$ cat src/rtl/sdm5_pkg.sv
package sdm5_pkg;

  typedef logic [2:0] code_t;

  localparam code_t CODE_MID = 3'd2;

  // Weight of a level code: (c-2) * fs/2, so code 4 = +fs, code 0 = -fs.
  function automatic longint fb_level(input code_t c, input longint fs);
    return (longint'(c) - 64'sd2) * (fs >>> 1);
  endfunction

  // Five-level slicer, thresholds at +-fs/4 and +-3fs/4.
  function automatic code_t quantize(input longint v, input longint fs);
    longint t;
    t = fs >>> 2;
    if (v >= 3 * t)       return 3'd4;
    else if (v >= t)      return 3'd3;
    else if (v > -t)      return 3'd2;
    else if (v > -3 * t)  return 3'd1;
    else                  return 3'd0;
  endfunction

  function automatic longint rail_hi(input int w);
    return (64'sd1 <<< (w - 1)) - 64'sd1;
  endfunction

  function automatic longint rail_lo(input int w);
    return -(64'sd1 <<< (w - 1));
  endfunction

  function automatic longint clamp(input longint v, input int w);
    if (v > rail_hi(w))      return rail_hi(w);
    else if (v < rail_lo(w)) return rail_lo(w);
    else                     return v;
  endfunction

  function automatic logic clipped(input longint v, input int w);
    return (v > rail_hi(w)) || (v < rail_lo(w));
  endfunction

endpackage

$ cat src/rtl/sdm5_rate_gen.sv
module sdm5_rate_gen #(
  parameter int DIV_HI = 8,
  parameter int DIV_LO = 4
) (
  input  logic clk,
  input  logic rst,
  input  logic sel_hi,
  output logic tick
);
  localparam int CW = $clog2(DIV_HI);

  logic [CW-1:0] cnt_q;
  logic [CW-1:0] last;

  always_comb begin
    last = sel_hi ? CW'(DIV_HI - 1) : CW'(DIV_LO - 1);
    tick = (cnt_q == last);
  end

  always_ff @(posedge clk) begin
    if (rst)               cnt_q <= '0;
    else if (cnt_q >= last) cnt_q <= '0;
    else                    cnt_q <= cnt_q + 1'b1;
  end
endmodule

$ cat src/rtl/sdm5_sample_hold.sv
module sdm5_sample_hold #(
  parameter int IN_W = 18
) (
  input  logic                   clk,
  input  logic                   rst,
  input  logic                   load,
  input  logic [IN_W-1:0]        din,
  output logic signed [IN_W-1:0] hold_q
);
  always_ff @(posedge clk) begin
    if (rst)       hold_q <= '0;
    else if (load) hold_q <= $signed(din);
  end
endmodule

$ cat src/rtl/sdm5_integ.sv
module sdm5_integ
  import sdm5_pkg::*;
#(
  parameter int ACC_W = 22,
  parameter int FB_W  = 19,
  parameter int SHIFT = 2
) (
  input  logic                    clk,
  input  logic                    rst,
  input  logic                    en,
  input  logic signed [ACC_W-1:0] src,
  input  logic signed [FB_W-1:0]  fb,
  output logic signed [ACC_W-1:0] acc_q,
  output logic signed [ACC_W-1:0] acc_nxt,
  output logic                    clip
);
  longint sum;
  longint sat_v;

  always_comb begin
    sum     = longint'(acc_q) + ((longint'(src) - longint'(fb)) >>> SHIFT);
    clip    = clipped(sum, ACC_W);
    sat_v   = clamp(sum, ACC_W);
    acc_nxt = sat_v[ACC_W-1:0];
  end

  always_ff @(posedge clk) begin
    if (rst)     acc_q <= '0;
    else if (en) acc_q <= acc_nxt;
  end
endmodule

$ cat src/rtl/sdm5_modulator.sv
module sdm5_modulator
  import sdm5_pkg::*;
#(
  parameter int IN_W   = 18,
  parameter int ACC_W  = IN_W + 4,
  parameter int SHIFT1 = 2,
  parameter int SHIFT2 = 2,
  parameter int SHIFT3 = 1,
  parameter int DIV_HI = 8,
  parameter int DIV_LO = 4
) (
  input  logic            clk,
  input  logic            rst,
  input  logic            clk_ratio_384,
  input  logic            smp_valid,
  input  logic [IN_W-1:0] smp_data,
  output logic            mod_tick,
  output logic [2:0]      mod_code
);
  localparam int     FB_W       = IN_W + 1;
  localparam int     STAGES     = 3;
  localparam longint FULL_SCALE = 64'sd1 <<< (IN_W - 1);

  logic                    tick;
  logic signed [IN_W-1:0]  hold_q;
  code_t                   code_q;
  longint                  fbl;
  logic signed [FB_W-1:0]  fb;
  logic signed [ACC_W-1:0] src  [STAGES];
  logic signed [ACC_W-1:0] acc  [STAGES];
  logic signed [ACC_W-1:0] nxt  [STAGES];
  logic [STAGES-1:0]       clip_all;
  logic [STAGES*ACC_W-1:0] acc_all;
  logic [STAGES*ACC_W-1:0] nxt_all;
  logic                    loop_idle;

  sdm5_rate_gen #(.DIV_HI(DIV_HI), .DIV_LO(DIV_LO)) u_rate (
    .clk(clk), .rst(rst), .sel_hi(clk_ratio_384), .tick(tick)
  );

  sdm5_sample_hold #(.IN_W(IN_W)) u_hold (
    .clk(clk), .rst(rst), .load(smp_valid), .din(smp_data), .hold_q(hold_q)
  );

  always_comb begin
    fbl = fb_level(code_q, FULL_SCALE);
    fb  = fbl[FB_W-1:0];
  end

  assign src[0] = ACC_W'(hold_q);

  for (genvar k = 0; k < STAGES; k++) begin : g_stage
    localparam int SH = (k == 0) ? SHIFT1 : (k == 1) ? SHIFT2 : SHIFT3;
    if (k > 0) begin : g_chain
      assign src[k] = acc[k-1];
    end
    sdm5_integ #(.ACC_W(ACC_W), .FB_W(FB_W), .SHIFT(SH)) u_integ (
      .clk(clk), .rst(rst), .en(tick),
      .src(src[k]), .fb(fb),
      .acc_q(acc[k]), .acc_nxt(nxt[k]), .clip(clip_all[k])
    );
    assign acc_all[k*ACC_W +: ACC_W] = acc[k];
    assign nxt_all[k*ACC_W +: ACC_W] = nxt[k];
  end

  always_ff @(posedge clk) begin
    if (rst)       code_q <= CODE_MID;
    else if (tick) code_q <= quantize(longint'(nxt[STAGES-1]), FULL_SCALE);
  end

  assign loop_idle = (hold_q == '0) && (acc_all == '0) && (code_q == CODE_MID);
  assign mod_tick  = tick;
  assign mod_code  = code_q;
endmodule

$ cat config.mk
export PLATFORM = sky130hd
export DESIGN_NAME = sdm5_modulator
export DESIGN_NICKNAME = d
export VERILOG_FILES = /design/src/rtl/sdm5_pkg.sv /design/src/rtl/sdm5_rate_gen.sv /design/src/rtl/sdm5_sample_hold.sv /design/src/rtl/sdm5_integ.sv /design/src/rtl/sdm5_modulator.sv
export SDC_FILE = /design/constraint.sdc
export NUM_CORES = 1
export LEC_CHECK = 0
export ABC_CLOCK_PERIOD_IN_PS = 9400
export CAP_MARGIN = 20
export CORE_MARGIN = 2
export CORE_UTILIZATION = 66
export DETAILED_ROUTE_END_ITERATION = 10
export GPL_TIMING_DRIVEN = 1
export PLACE_DENSITY = 0.9
export SYNTH_ARGS = -nofsm -noshare
export SYNTH_HDL_FRONTEND = slang
export SYNTH_SLANG_ARGS = --single-unit
$ cat constraint.sdc
create_clock -name clk -period 9.4 [get_ports clk]
set_input_delay 1.41 -clock clk [delete_from_list [all_inputs] [get_ports clk]]
set_output_delay 1.41 -clock clk [all_outputs]
set_load 0.02 [all_outputs]
Yosys cells after proc, flatten, opt, wreduce, memory -nomap -nowiden
Cells that the tools add are included.
{ "classes": {"add_sub_neg": 8, "order_cmp": 11, "eq_ne": 1, "muxes": 11, "reduce_logical": 1} }
{ "op_table": {"columns": ["operator", "count"], "rows": [
  ["$mux 22", 6],
  ["$gt 64x22->1 const B", 1],
  ["$lt 64x22->1 const B", 1],
  ["$gt 23x22->1 const B", 2],
  ["$lt 23x22->1 const B", 2],
  ["$sub 22x19->23", 2],
  ["$add 22x18->23", 1],
  ["$add 22x21->23", 1],
  ["$add 22x22->23", 1],
  ["$ge 22x17->1 const B", 1],
  ["$ge 22x18->1 const B", 1],
  ["$gt 22x16->1 const B", 1],
  ["$gt 22x18->1 const B", 1],
  ["$sub 18x19->20", 1],
  ["$mux 3", 2],
  ["$mux 2", 2],
  ["$add 3x1->3 const B", 1],
  ["$eq 3x3->1", 1],
  ["$ge 3x3->1", 1],
  ["$sub 3x2->3 const B", 1],
  ["$reduce_or 2->1", 1],
  ["$mux 1", 1]
]} }
{ "word_totals": {"reg_bits": 90, "inputBits": 22, "output_inout_bits": 4, "elab_cells": 38} }

Depth between registers and ports, before layout
Gate-level depths: netlist of the first run.
{ "depth": {"word_depth": 11, "ltp_mapped": 17, "ltp_nobuf": 17} }

Modules after synthesis
Synthesis of the first run repeated with hierarchy kept, for this count alone.
{ "unflattened": {"cells_unflattened": 1367, "hier_area_um2": 10839.1} }
{ "by_module_without_submodules": {"columns": ["module", "n_inst", "cells_each", "area_per_inst_um2", "seq_area_each_um2"], "rows": [
  ["sdm5_integ at g_stage[2].u_integ", 1, 436, 3478.3, 440.4],
  ["sdm5_integ at g_stage[0].u_integ", 1, 406, 3165.5, 440.4],
  ["sdm5_integ at g_stage[1].u_integ", 1, 418, 3121.7, 440.4],
  ["sdm5_sample_hold", 1, 58, 649.4, 360.3],
  ["sdm5_modulator", 1, 36, 285.3, 60.1],
  ["sdm5_rate_gen", 1, 13, 138.9, 60.1]
]} }

Least setup slack after synthesis of the first run
No wires, ideal clock.
{ "synth_path": {"kind": "reg2reg", "startpoint": "register code_q[1] (netlist: mod_code[1])", "endpoint": "register code_q[0] (netlist: mod_code[0])", "arrival_ns": 4.348, "required_time_ns": 9.316, "slack_ns": 4.967, "stages_incl_launch_ff": 16, "n_path_buf": 1, "synth_period_minus_slack_ns": 4.433, "path_cell_list": "dfxtp_1 -> ha_1 -> a21o_1 -> or3_1 -> nand2_1 -> xor2_1 -> ha_1 -> clkbuf_1 -> nand3_1 -> o21ai_0 -> o311ai_4 -> a22o_4 -> or4_4 -> or4b_1 -> o211a_1 -> o31ai_2"} }
{ "synth_between": {"elab_chain_len": 11} }
{ "synth_rtl": {"columns": ["element", "line_no", "text"], "rows": [
  ["start, declared", "sdm5_modulator.sv:26", "code_t code_q;"],
  ["start signal, assigned", "sdm5_modulator.sv:68", "else if (tick) code_q <= quantize(longint'(nxt[STAGES-1]), FULL_SCALE);"],
  ["$sub 3x2->3 (*)", "sdm5_pkg.sv:9", "return (longint'(c) - 64'sd2) * (fs >>> 1);"],
  ["$sub 22x19->23 (*)", "sdm5_integ.sv:21", "sum = longint'(acc_q) + ((longint'(src) - longint'(fb)) >>> SHIFT);"],
  ["$add 22x22->23 (*)", "sdm5_integ.sv:21", null],
  ["$lt 64x22->1", null, null],
  ["$mux 22", "sdm5_pkg.sv:33", "else if (v < rail_lo(w)) return rail_lo(w);"],
  ["$mux 22 (*)", "sdm5_pkg.sv:32", "if (v > rail_hi(w)) return rail_hi(w);"],
  ["$gt 22x18->1", "sdm5_pkg.sv:19", "else if (v > -3 * t) return 3'd1;"],
  ["$mux 1", "sdm5_pkg.sv:19", null],
  ["$mux 2", "sdm5_pkg.sv:18", "else if (v > -t) return 3'd2;"],
  ["$mux 2", "sdm5_pkg.sv:17", "else if (v >= t) return 3'd3;"],
  ["$mux 3 (*)", "sdm5_pkg.sv:16", "if (v >= 3 * t) return 3'd4;"]
]} }
Mark *: on every way between the ends. The rest lies on a longest branch, timed or not.
A chain may end at the register's enable or synchronous reset.

Worst setup path after layout of the first run
{ "layout_path": {"startpoint": "input clk_ratio_384", "endpoint": "output mod_tick"} }
{ "layout_between": {"elab_chain_len": 2} }
{ "layout_rtl": {"columns": ["element", "line_no", "text"], "rows": [
  ["start, declared", "sdm5_modulator.sv:14", "input logic clk_ratio_384,"],
  ["$mux 3", "sdm5_rate_gen.sv:16", "last = sel_hi ? CW'(DIV_HI - 1) : CW'(DIV_LO - 1);"],
  ["$eq 3x3->1", "sdm5_rate_gen.sv:17", "tick = (cnt_q == last);"],
  ["end, declared", "sdm5_modulator.sv:17", "output logic mod_tick,"]
]} }
Every way passes these cells.

==> summary.txt, run 1 <==
Run status
  • Status: finished, final reports clean

Layout
  • Filler Cell Count: 852
  • Share of layout cells above drive strength 1: 0.0603
  • Register area: 1760 um2
  • Nets: 1060
  • Area of the multi-input gates: 5760 um2
  • Diodes inserted: 0
  • Area Overhead vs Synth: 7.20%
  • Final Instance Area: 8380 um2

Flow run
  • Max-cap violation count: 0

Timing
  • Final Hold Vio Count: 0
  • Final count of negative-setup-slack endpoints: 0
  • Skew final: 0.00490 ns
  • Final WS setup: 4.29 ns
  • Slew HR: 0.243
  • Max Clk Rate: 0.196 GHz
  • Fin crit share: 0.544
  • Worst Max-Slew Pin Slew: 1.14 ns
  • Worst hold slack: 0.465 ns
  • Total negative setup slack: 0 ns
  • RSZ-0062 raised after global routing: no
  • Fin crit period: 5.11 ns
  • Fin. max-slew vios: 0

Clocking
  • Root buf cell: clkbuf_16
  • CTS Buf Count: 9
  • H-tree levels: 3
  • Clock slew at reported path FFs: 0.07 ns
  • CTS Sinks: 88
  • Resized Gates After CTS: 0
  • CTS Hold Bufs: 0
  • Max Root-Sink Buffers: 2
  • CTS tree: built
  • Worst skew pair latency: 0.35 ns
  • Postcts setup bufs: 0

Detailed routing
  • Wire per inst: 16.2 um
  • WL final: 17900 um
  • Initial DRC count: 521
  • Via/cell ratio: 6.52
  • DR vias: 7204
  • Drt first pass iters: 5
  • Final ANT Viol Nets: 0
  • Residual DRC count: 0

Pwr
  • Pleak: 3.43 nW
  • Final Power: 1.18 mW
  • Power Dens Cells: 141 nW/um2
  • Peak VDD IR: 0.156 mV

Yosys
  • Yosys warns: 0
  • Dominant cells by area after synthesis: dfxtp_1 23%, ha_1 12%, nor2_1 5.5%
  • Number of synthesized flops with an enable pin: 0
  • Most frequent cell after synthesis: nor2_1
  • Post-synthesis cell count: 965
  • FFs w/ async S/R, synth: 0
  • Mapped Avg Cell Area: 8.10 um2
  • Main synth FF type: dfxtp_1
  • Sequential fraction of the synthesis area: 0.225
  • Cell Area, Synth: 7820 um2
  • Synthesized Nets: 1068
  • Top cells by count, synth: 115 x nor2_1, 88 x dfxtp_1, 75 x ha_1, 54 x a211oi_1, 50 x nand2_1
  • Yosys reg bits: 88
  • Distinct cells, synth: 79
  • Synth top area share: 0.225
  • Largest area contributor in the netlist: dfxtp_1

GRT
  • Overflow after GRT: 0
  • Largest net degree at the start of global routing: 116
  • Number of global-route vias before repair: 6764
  • Total Routing Usage GR: 0.286
  • First-pass GRT wire length: 30700 um
  • Initial antenna violation count: 0

Die
  • Initial Utilization: 0.682
  • Core ar.: 11500 um2
  • Die footprint: 12700 um2
  • Ports: 26
  • Die height: 113 um
  • Num rows: 39
  • Die X: 113 um

Placed design
  • # port buffers: 23
  • Gpl congestion: 0.946
  • Pre-CTS setup slack: 4.37 ns
  • Detailed Place HPWL: 12900 um
  • Post-Place Cell Area: 8110 um2

Critical path
  • Crit path capture type: output pin
  • R2r startpoint: mod_code[1]$_SDFFE_PP1P_
  • Max FO, Critical Path: 13
  • Worst R2R Setup Slack: 4.61 ns
  • Critical path class: in2out
  • Critical path launch point type: primary input
  • WP data required: 7.99 ns
  • R2R depth: 14
  • Setup crit end: mod_tick
  • Crit path from: clk_ratio_384
  • Reg-to-Reg End: mod_code[0]$_SDFFE_PP0P_
  • CP arrival: 3.70 ns

Min path
  • Hold Crit Class: reg2reg
==> critical path, stage by stage <==
cell	delay, ns
clkdlybuf4s50_1	0.45
inv_1	0.04
ha_1	0.31
nand2_1	0.51
clkinv_2	0.35
clkdlybuf4s50_1	0.63
==> placed cells by master, fill, tap and decap left out, drive strengths merged, types with 5 or more instances in the layout <==
master         count
o21ai             45
ha                75
nand4              8
clkinv             5
nand2b            15
dfxtp             88
a31oi              9
a21oi             39
a2111oi            9
nand2             50
nor4               6
a21o              23
or4                5
maj3              41
xor2              24
nand3             20
fa                 6
or3               15
clkbuf            10
nor2             115
nor3              36
a211o              6
nor2b              8
and2               9
o211ai             9
o22ai              6
o311ai             6
a311oi            11
o31ai             11
clkdlybuf4s50     22
xnor2             25
inv               38
o21a              14
mux2i             18
buf                6
a211oi            56
or2                9
and3               7
==> report_power, final <==
group	switching (mW)	total, mW	leakage (nW)	internal (mW)
logic	0.237	0.429	2.58	0.192
clock network	0.159	0.339	0.133	0.180
registers	0.0202	0.414	0.715	0.394
==> worst min-delay path by stage <==
| stage | start | end | slack [ns] | cells past startpoint |
|---|---|---|---|---|
| detailed placement | g_stage[2].u_integ.acc_q[0]$_SDFFE_PP0P_ | g_stage[2].u_integ.acc_q[0]$_SDFFE_PP0P_ | 0.46 | 2 |
| CTS | g_stage[2].u_integ.acc_q[0]$_SDFFE_PP0P_ | g_stage[2].u_integ.acc_q[0]$_SDFFE_PP0P_ | 0.47 | 2 |
| global placement | g_stage[2].u_integ.acc_q[0]$_SDFFE_PP0P_ | g_stage[2].u_integ.acc_q[0]$_SDFFE_PP0P_ | 0.44 | 2 |
| floorplan | u_rate.cnt_q[0]$_SDFF_PP0_ | u_rate.cnt_q[0]$_SDFF_PP0_ | 0.43 | 1 |
| finish | g_stage[2].u_integ.acc_q[0]$_SDFFE_PP0P_ | g_stage[2].u_integ.acc_q[0]$_SDFFE_PP0P_ | 0.46 | 2 |
| global route | u_rate.cnt_q[0]$_SDFF_PP0_ | u_rate.cnt_q[0]$_SDFF_PP0_ | 0.49 | 1 |
==> cell families (layout without fill, tap and decap cells) <==
family / count (synthesis) / count (layout) / share of synthesized area
multiplexers: 19 / 19 / 0.0245
adder cells (fa/ha/maj): 122 / 122 / 0.188
AND/OR/NAND/NOR: 318 / 318 / 0.200
flip-flops: 88 / 88 / 0.225
AO/OA/AOI/OAI: 284 / 284 / 0.266
buffers and inverters: 85 / 82 / 0.0413
XOR/XNOR: 49 / 49 / 0.0549
==> cell type report <==
| cell class | instances | share of cell area |
|---|---|---|
| Multi-Input combinational cell | 792 | 0.687 |
| Sequential cell | 88 | 0.210 |
| Timing Repair Buffer | 28 | 0.0313 |
| Clock buffer | 10 | 0.0273 |
| Tap cell | 143 | 0.0213 |
| Inverter | 38 | 0.0172 |
| Clock inverter | 6 | 0.00522 |
==> state kept, by name, indices dropped and copies added (netlist names) <==
signal                 count
u_rate.cnt_q               3
mod_code                   3
g_stage.u_integ.acc_q     66
u_hold.hold_q             16
==> metal layers <==
metal	up-vias	track usage	share of wire
li1	3609	-	-
met1	3349	0.352	0.44
met2	214	0.515	0.49
met3	32	0.0482	0.050
met4	0	0.0780	0.019
met5	-	0	0
==> stage by stage <==
step	util	std cells
floorplan	-	965
CTS	0.731	1105
detailed placement	0.707	1089
global route	0.731	1105
finish	0.731	1105
global placement	0.707	1089
Note: power is estimated with default switching activity, not from simulation.
==> run 2: changes to the inputs <==
- ABC_CLOCK_PERIOD_IN_PS: 9400 -> 4400
- CORE_UTILIZATION: 66 -> 57
- PLACE_DENSITY: 0.9 -> 0.83
- clock period: 9.4 -> 4.4 ns (I/O delays scaled with it)
==> summary.txt, run 2 (same netlist as run 1, synthesis figures left out) <==
Layout
  • Most frequent cells in the layout: 114 x nor2_1, 87 x dfxtp_1, 73 x ha_1, 53 x a211oi_1, 50 x nand2_1
  • Largest Register: g_stage.u_integ.acc_q
  • Nets: 1079 (+1.8%)
  • Diodes inserted: 0 (unchanged)
  • Leading cell type in the layout, fill and taps excluded: nor2_1
  • Registers with the most flip-flops: g_stage.u_integ.acc_q (66), u_hold.hold_q (16)
  • Post-route non-filler standard cell count: 1157 (+4.7%)
  • Share of layout cells above drive strength 1: 0.0815 (+0.0213)
  • Max reg flops: 66 (unchanged)
  • Area Overhead vs Synth: 9.89%
  • Filler Cell Count: 1148 (+35%)

Critical path
  • WP data required: 4.67 ns (-3.32 ns)
  • Crit path capture type: flip-flop
  • CP arrival: 4.50 ns (+0.80 ns)
  • Critical path launch point type: flip-flop
  • Max FO, Critical Path: 5 (-8)
  • Critical path class: reg2reg

Detailed routing
  • Drt first pass iters: 5 (unchanged)
  • Initial DRC count: 573 (+10%)
  • Wire per inst: 15.2 um (-5.9%)
  • Final ANT Viol Nets: 0 (unchanged)
  • Residual DRC count: 0 (unchanged)
  • Via/cell ratio: 6.21 (-4.7%)
  • WL final: 17600 um (-1.5%)
  • DR vias: 7189 (-0.21%)

Timing
  • Fin. max-slew vios: 0 (unchanged)
  • Fin crit period: 4.24 ns
  • Max Clk Rate: 0.236 GHz
  • Skew final: 0.00811 ns (+0.00321 ns)
  • RSZ-0062 raised after global routing: yes
  • Final count of negative-setup-slack endpoints: 0 (unchanged)
  • Worst Max-Slew Pin Slew: 1.03 ns (-0.110 ns)
  • Slew HR: 0.316 (+0.0730)
  • Fin crit share: 0.963
  • Final Hold Vio Count: 0 (unchanged)

Run status
  • Status: finished, final reports clean

Pwr
  • Power Dens Cells: 295 nW/um2 (+110%)
  • Pleak: 3.51 nW (+2.4%)
  • Peak VDD IR: 0.190 mV (+22%)
  • Final Power: 2.54 mW (+110%)

Clocking
  • Root buf cell: clkbuf_16
  • Worst skew pair latency: 0.36 ns (about the same)
  • Max Root-Sink Buffers: 2 (unchanged)
  • CTS tree: built
  • CTS Buf Count: 9 (unchanged)
  • CTS Sinks: 88 (unchanged)
  • Clock slew at reported path FFs: 0.07 ns (about the same)
  • H-tree levels: 3 (unchanged)

GRT
  • First-pass GRT wire length: 29900 um (-2.7%)
  • Number of global-route vias before repair: 6559 (-3.0%)
  • Largest net degree at the start of global routing: 127 (+9.5%)
  • Overflow after GRT: 0 (unchanged)
  • Initial antenna violation count: 0 (unchanged)
  • Total Routing Usage GR: 0.246 (-0.0403)

Die
  • Ports: 26 (unchanged)
  • Num rows: 42 (+7.7%)
  • Core ar.: 13300 um2 (+16%)
  • Die X: 121 um (+7.3%)
  • Die footprint: 14700 um2 (+15%)
  • Die height: 121 um (+7.3%)
  • Initial Utilization: 0.588 (-0.0937)

Placed design
  • # port buffers: 23 (unchanged)
  • Detailed Place HPWL: 13200 um (+2.1%)
  • DP Cell Count: 1140 (+4.7%)
  • Gpl congestion: 0.930 (-1.7%)

Min path
  • Hold Crit Class: reg2reg

Flow run
  • Max-cap violation count: 0 (unchanged)
==> run 2: worst max-delay path, stage by stage (launching register included) <==
cell and delay (ns):
dfxtp_1 0.35, ha_1 0.23, fa_1 0.43, a211o_1 0.32
a21oi_1 0.39, o31ai_2 0.19, a21oi_1 0.35, o21ai_0 0.16
o311ai_0 0.57, o2111ai_1 0.24, or4b_1 0.51, o211a_1 0.23
o31ai_2 0.18
==> run 2: where the power goes <==
part	internal, mW	switching [mW]	total, mW
clock network	0.386	0.336	0.722
registers	0.842	0.0417	0.884
logic	0.432	0.501	0.933
==> run 2: path summary, 6_finish.rpt <==
check             cells after the start  slack [ns]                                     start                    endpoint
hold reg to reg                       1        0.46                u_rate.cnt_q[0]$_SDFF_PP0_  u_rate.cnt_q[0]$_SDFF_PP0_
hold / removal                        1        0.46                u_rate.cnt_q[0]$_SDFF_PP0_  u_rate.cnt_q[0]$_SDFF_PP0_
setup / recovery                     12        0.16  g_stage[1].u_integ.acc_q[1]$_SDFFE_PP0P_    mod_code[0]$_SDFFE_PP0P_
setup reg to reg                     12        0.16  g_stage[1].u_integ.acc_q[1]$_SDFFE_PP0P_    mod_code[0]$_SDFFE_PP0P_
==> run 2: through the flow <==
stage	util	hold WS (ns)	area, um2	setup slack [ns]	TNS (ns)
CTS	0.644	0.460	8560	0.0939	0
detailed placement	0.624	0.452	8290	0.127	0
finish	0.646	0.461	8590	0.163	0
floorplan	-	0.431	7820	0.0765	0
global route	0.646	0.492	8590	-0.00607	-0.00607
global placement	0.624	0.447	8290	0.204	0
==> run 2: final cells by class <==
type | count | area, um2 | share of cell area
multi-input cells | 792 | 5780 | 0.673
flip-flops and latches | 88 | 1760 | 0.205
repair buffers | 47 | 418 | 0.0486
clock buffers | 12 | 236 | 0.0275
well taps | 176 | 220 | 0.0256
inverters | 38 | 144 | 0.0167
clock inverters | 4 | 30.0 | 0.00349
==> run 2: timing repair <==
item                                    CTS  global route
endpoints found under the setup margin    0             2
gates resized for setup                   0             7
hold buffers                              0             0
buffers inserted                          0             1
endpoints found under the hold margin     0             0
==> run 2: metal layers <==
metal | wire (um) | part of all wire | track usage
met5 | 0 | 0 | 0
met4 | 277 | 0.016 | 0.0879
met3 | 638 | 0.036 | 0.0291
met2 | 8380 | 0.48 | 0.418
met1 | 8300 | 0.47 | 0.319
==> run 3: changes to the inputs <==
- GPL_TIMING_DRIVEN: 1 -> 0
==> summary.txt, run 3 (same netlist as run 1, synthesis figures left out) <==
Run status
  • Status: finished, final reports clean

Critical path
  • Setup crit end: mod_code[0]$_SDFFE_PP0P_
  • R2R depth: 14 (+2)
  • WP data required: 4.66 ns (about the same)
  • Critical path launch point type: flip-flop
  • Reg-to-Reg End: mod_code[0]$_SDFFE_PP0P_
  • Crit path from: g_stage[1].u_integ.acc_q[16]$_SDFFE_PP0P_
  • Critical path class: reg2reg
  • R2r startpoint: g_stage[1].u_integ.acc_q[16]$_SDFFE_PP0P_
  • Max FO, Critical Path: 9 (+4)
  • CP arrival: 4.55 ns (+0.05 ns)
  • Crit path capture type: flip-flop
  • Worst R2R Setup Slack: 0.12 ns (-0.05 ns)

Detailed routing
  • Final ANT Viol Nets: 0 (unchanged)
  • DR vias: 7281 (+1.3%)
  • Residual DRC count: 0 (unchanged)
  • Drt first pass iters: 5 (unchanged)
  • Initial DRC count: 410 (-28%)
  • Wire per inst: 16.4 um (+7.9%)
  • Via/cell ratio: 6.20 (-0.19%)
  • WL final: 19300 um (+9.5%)

Pwr
  • Power Dens Cells: 309 nW/um2 (+4.7%)
  • Pleak: 3.51 nW (-0.19%)
  • Peak VDD IR: 0.200 mV (+5.0%)

Timing
  • Fin crit share: 0.973 (+0.0104)
  • Final count of negative-setup-slack endpoints: 0 (unchanged)
  • RSZ-0062 raised after global routing: no
  • Final Hold Vio Count: 0 (unchanged)
  • Slew HR: 0.482 (+0.166)
  • Skew final: 0.00776 ns (-0.000345 ns)
  • Fin crit period: 4.28 ns (+0.0458 ns)
  • Max Clk Rate: 0.233 GHz (-1.1%)
  • Fin. max-slew vios: 0 (unchanged)
  • Worst Max-Slew Pin Slew: 0.777 ns (-0.249 ns)
  • Total negative setup slack: 0 ns (unchanged)

GRT
  • Met3 Use GR: 0.0277 (-0.00141)
  • Most used routing layer in global routing: met2
  • Met1 usage: 0.342 (+0.0231)
  • Number of global-route vias before repair: 6815 (+3.9%)
  • Initial antenna violation count: 0 (unchanged)
  • Overflow after GRT: 0 (unchanged)
  • Grt met2 use: 0.470 (+0.0520)
  • First-pass GRT wire length: 32100 um (+7.4%)
  • Largest net degree at the start of global routing: 15 (-88%)
  • Total Routing Usage GR: 0.270 (+0.0246)

Layout
  • Largest Register: g_stage.u_integ.acc_q
  • Leading cell type in the layout, fill and taps excluded: nor2_1
  • Most frequent cells in the layout: 114 x nor2_1, 86 x dfxtp_1, 70 x ha_1, 53 x a211oi_1, 50 x nand2_1
  • Max reg flops: 66 (unchanged)
  • Share of layout cells above drive strength 1: 0.0711 (-0.0104)
  • Diodes inserted: 0 (unchanged)
  • Post-route non-filler standard cell count: 1174 (+1.5%)
  • Area Overhead vs Synth: 11.1%
  • Registers with the most flip-flops: g_stage.u_integ.acc_q (66), u_hold.hold_q (16)
  • Nets: 1097 (+1.7%)

Flow run
  • Max-cap violation count: 0 (unchanged)

Clocking
  • CTS Sinks: 88 (unchanged)
  • Root buf cell: clkbuf_16
  • Worst skew pair latency: 0.36 ns (about the same)
  • CTS Hold Bufs: 0 (unchanged)
  • Max Root-Sink Buffers: 2 (unchanged)
  • Postcts setup bufs: 0 (unchanged)
  • CTS tree: built
  • Clock slew at reported path FFs: 0.06 ns (about the same)
  • CTS Buf Count: 9 (unchanged)
  • H-tree levels: 3 (unchanged)

Min path
  • Hold Crit Class: reg2reg

Placed design
  • Detailed Place HPWL: 14800 um (+12%)
  • Gpl congestion: 0.924 (-0.60%)
  • # port buffers: 21 (-8.7%)
  • DP Cell Count: 1162 (+1.9%)

Die
  • Initial Utilization: 0.588 (unchanged)
  • Core ar.: 13300 um2 (unchanged)
  • Die footprint: 14700 um2 (unchanged)
  • Ports: 26 (unchanged)
  • Num rows: 42 (unchanged)
  • Die X: 121 um (unchanged)
  • Die height: 121 um (unchanged)
[run 3: cell count changes in the layout (fill, tap and decap cells not counted), sizes merged]
cell / previous run / this run
inv: 38 / 39
buf: 25 / 3
bufinv: 0 / 2
clkinvlp: 1 / 0
clkdlybuf4s50: 22 / 21
clkbuf: 12 / 52
clkinv: 3 / 1
[run 3: final cells by class]
| cell class | count | area (um2) |
|---|---|---|
| Buffer | 44 | 171 |
| Clock buffer | 11 | 253 |
| Clock inverter | 4 | 76.3 |
| Fill cell | 1093 | 4610 |
| Inverter | 38 | 143 |
| Multi-Input combinational cell | 792 | 5840 |
| Sequential cell | 88 | 1770 |
| Tap cell | 176 | 220 |
| Timing Repair Buffer | 21 | 210 |
[run 3: per-stage QoR]
stage | util | hold slack [ns] | setup WS, ns | instance area (um2) | power, mW
3_3_place_gp | 0.620 | 0.443 | -0.359 | 8250 | 1.78
4_1_cts | 0.647 | 0.469 | 0.0293 | 8600 | 2.66
2_1_floorplan | - | 0.431 | 0.0765 | 7820 | 1.62
3_5_place_dp | 0.620 | 0.460 | -0.388 | 8250 | 1.80
5_1_grt | 0.653 | 0.485 | 0.00258 | 8690 | 2.83
6_report | 0.653 | 0.468 | 0.117 | 8690 | 2.69
[run 3: worst min-delay path by stage]
stage	start	end	slack, ns	cells past startpoint
finish	u_rate.cnt_q[0]$_SDFF_PP0_	u_rate.cnt_q[0]$_SDFF_PP0_	0.47	1
global route	u_rate.cnt_q[0]$_SDFF_PP0_	u_rate.cnt_q[0]$_SDFF_PP0_	0.48	1
CTS	u_rate.cnt_q[0]$_SDFF_PP0_	u_rate.cnt_q[0]$_SDFF_PP0_	0.47	1
detailed placement	u_rate.cnt_q[0]$_SDFF_PP0_	u_rate.cnt_q[0]$_SDFF_PP0_	0.46	1
global placement	g_stage[2].u_integ.acc_q[0]$_SDFFE_PP0P_	g_stage[2].u_integ.acc_q[0]$_SDFFE_PP0P_	0.44	2
floorplan	u_rate.cnt_q[0]$_SDFF_PP0_	u_rate.cnt_q[0]$_SDFF_PP0_	0.43	1
[run 3: repair_timing]
item / CTS / global route
resized for setup: 9 / 24
endpoints found under the setup margin: 36 / 55
pin swaps: 0 / 1
[run 3: routing by layer]
layer,share of wire,vias up
li1,-,3690
met1,0.45,3354
met2,0.48,199
met3,0.038,38
met4,0.027,0
met5,0,-
[run 3: report_power, final]
part,total (mW),switching (mW),internal [mW]
sequential,0.887,0.0451,0.842
combinational,0.941,0.519,0.422
clock,0.859,0.331,0.528
[run 3: critical path: stages, from the launching register on]
cell,delay [ns]
dfxtp_1,0.38
inv_1,0.07
ha_1,0.18
inv_1,0.09
fa_2,0.47
ha_4,0.19
a211oi_1,0.37
a21oi_1,0.18
or3_1,0.36
o21ba_2,0.22
a22o_4,0.27
or4_4,0.51
or4b_1,0.52
o211a_1,0.23
o31ai_2,0.16
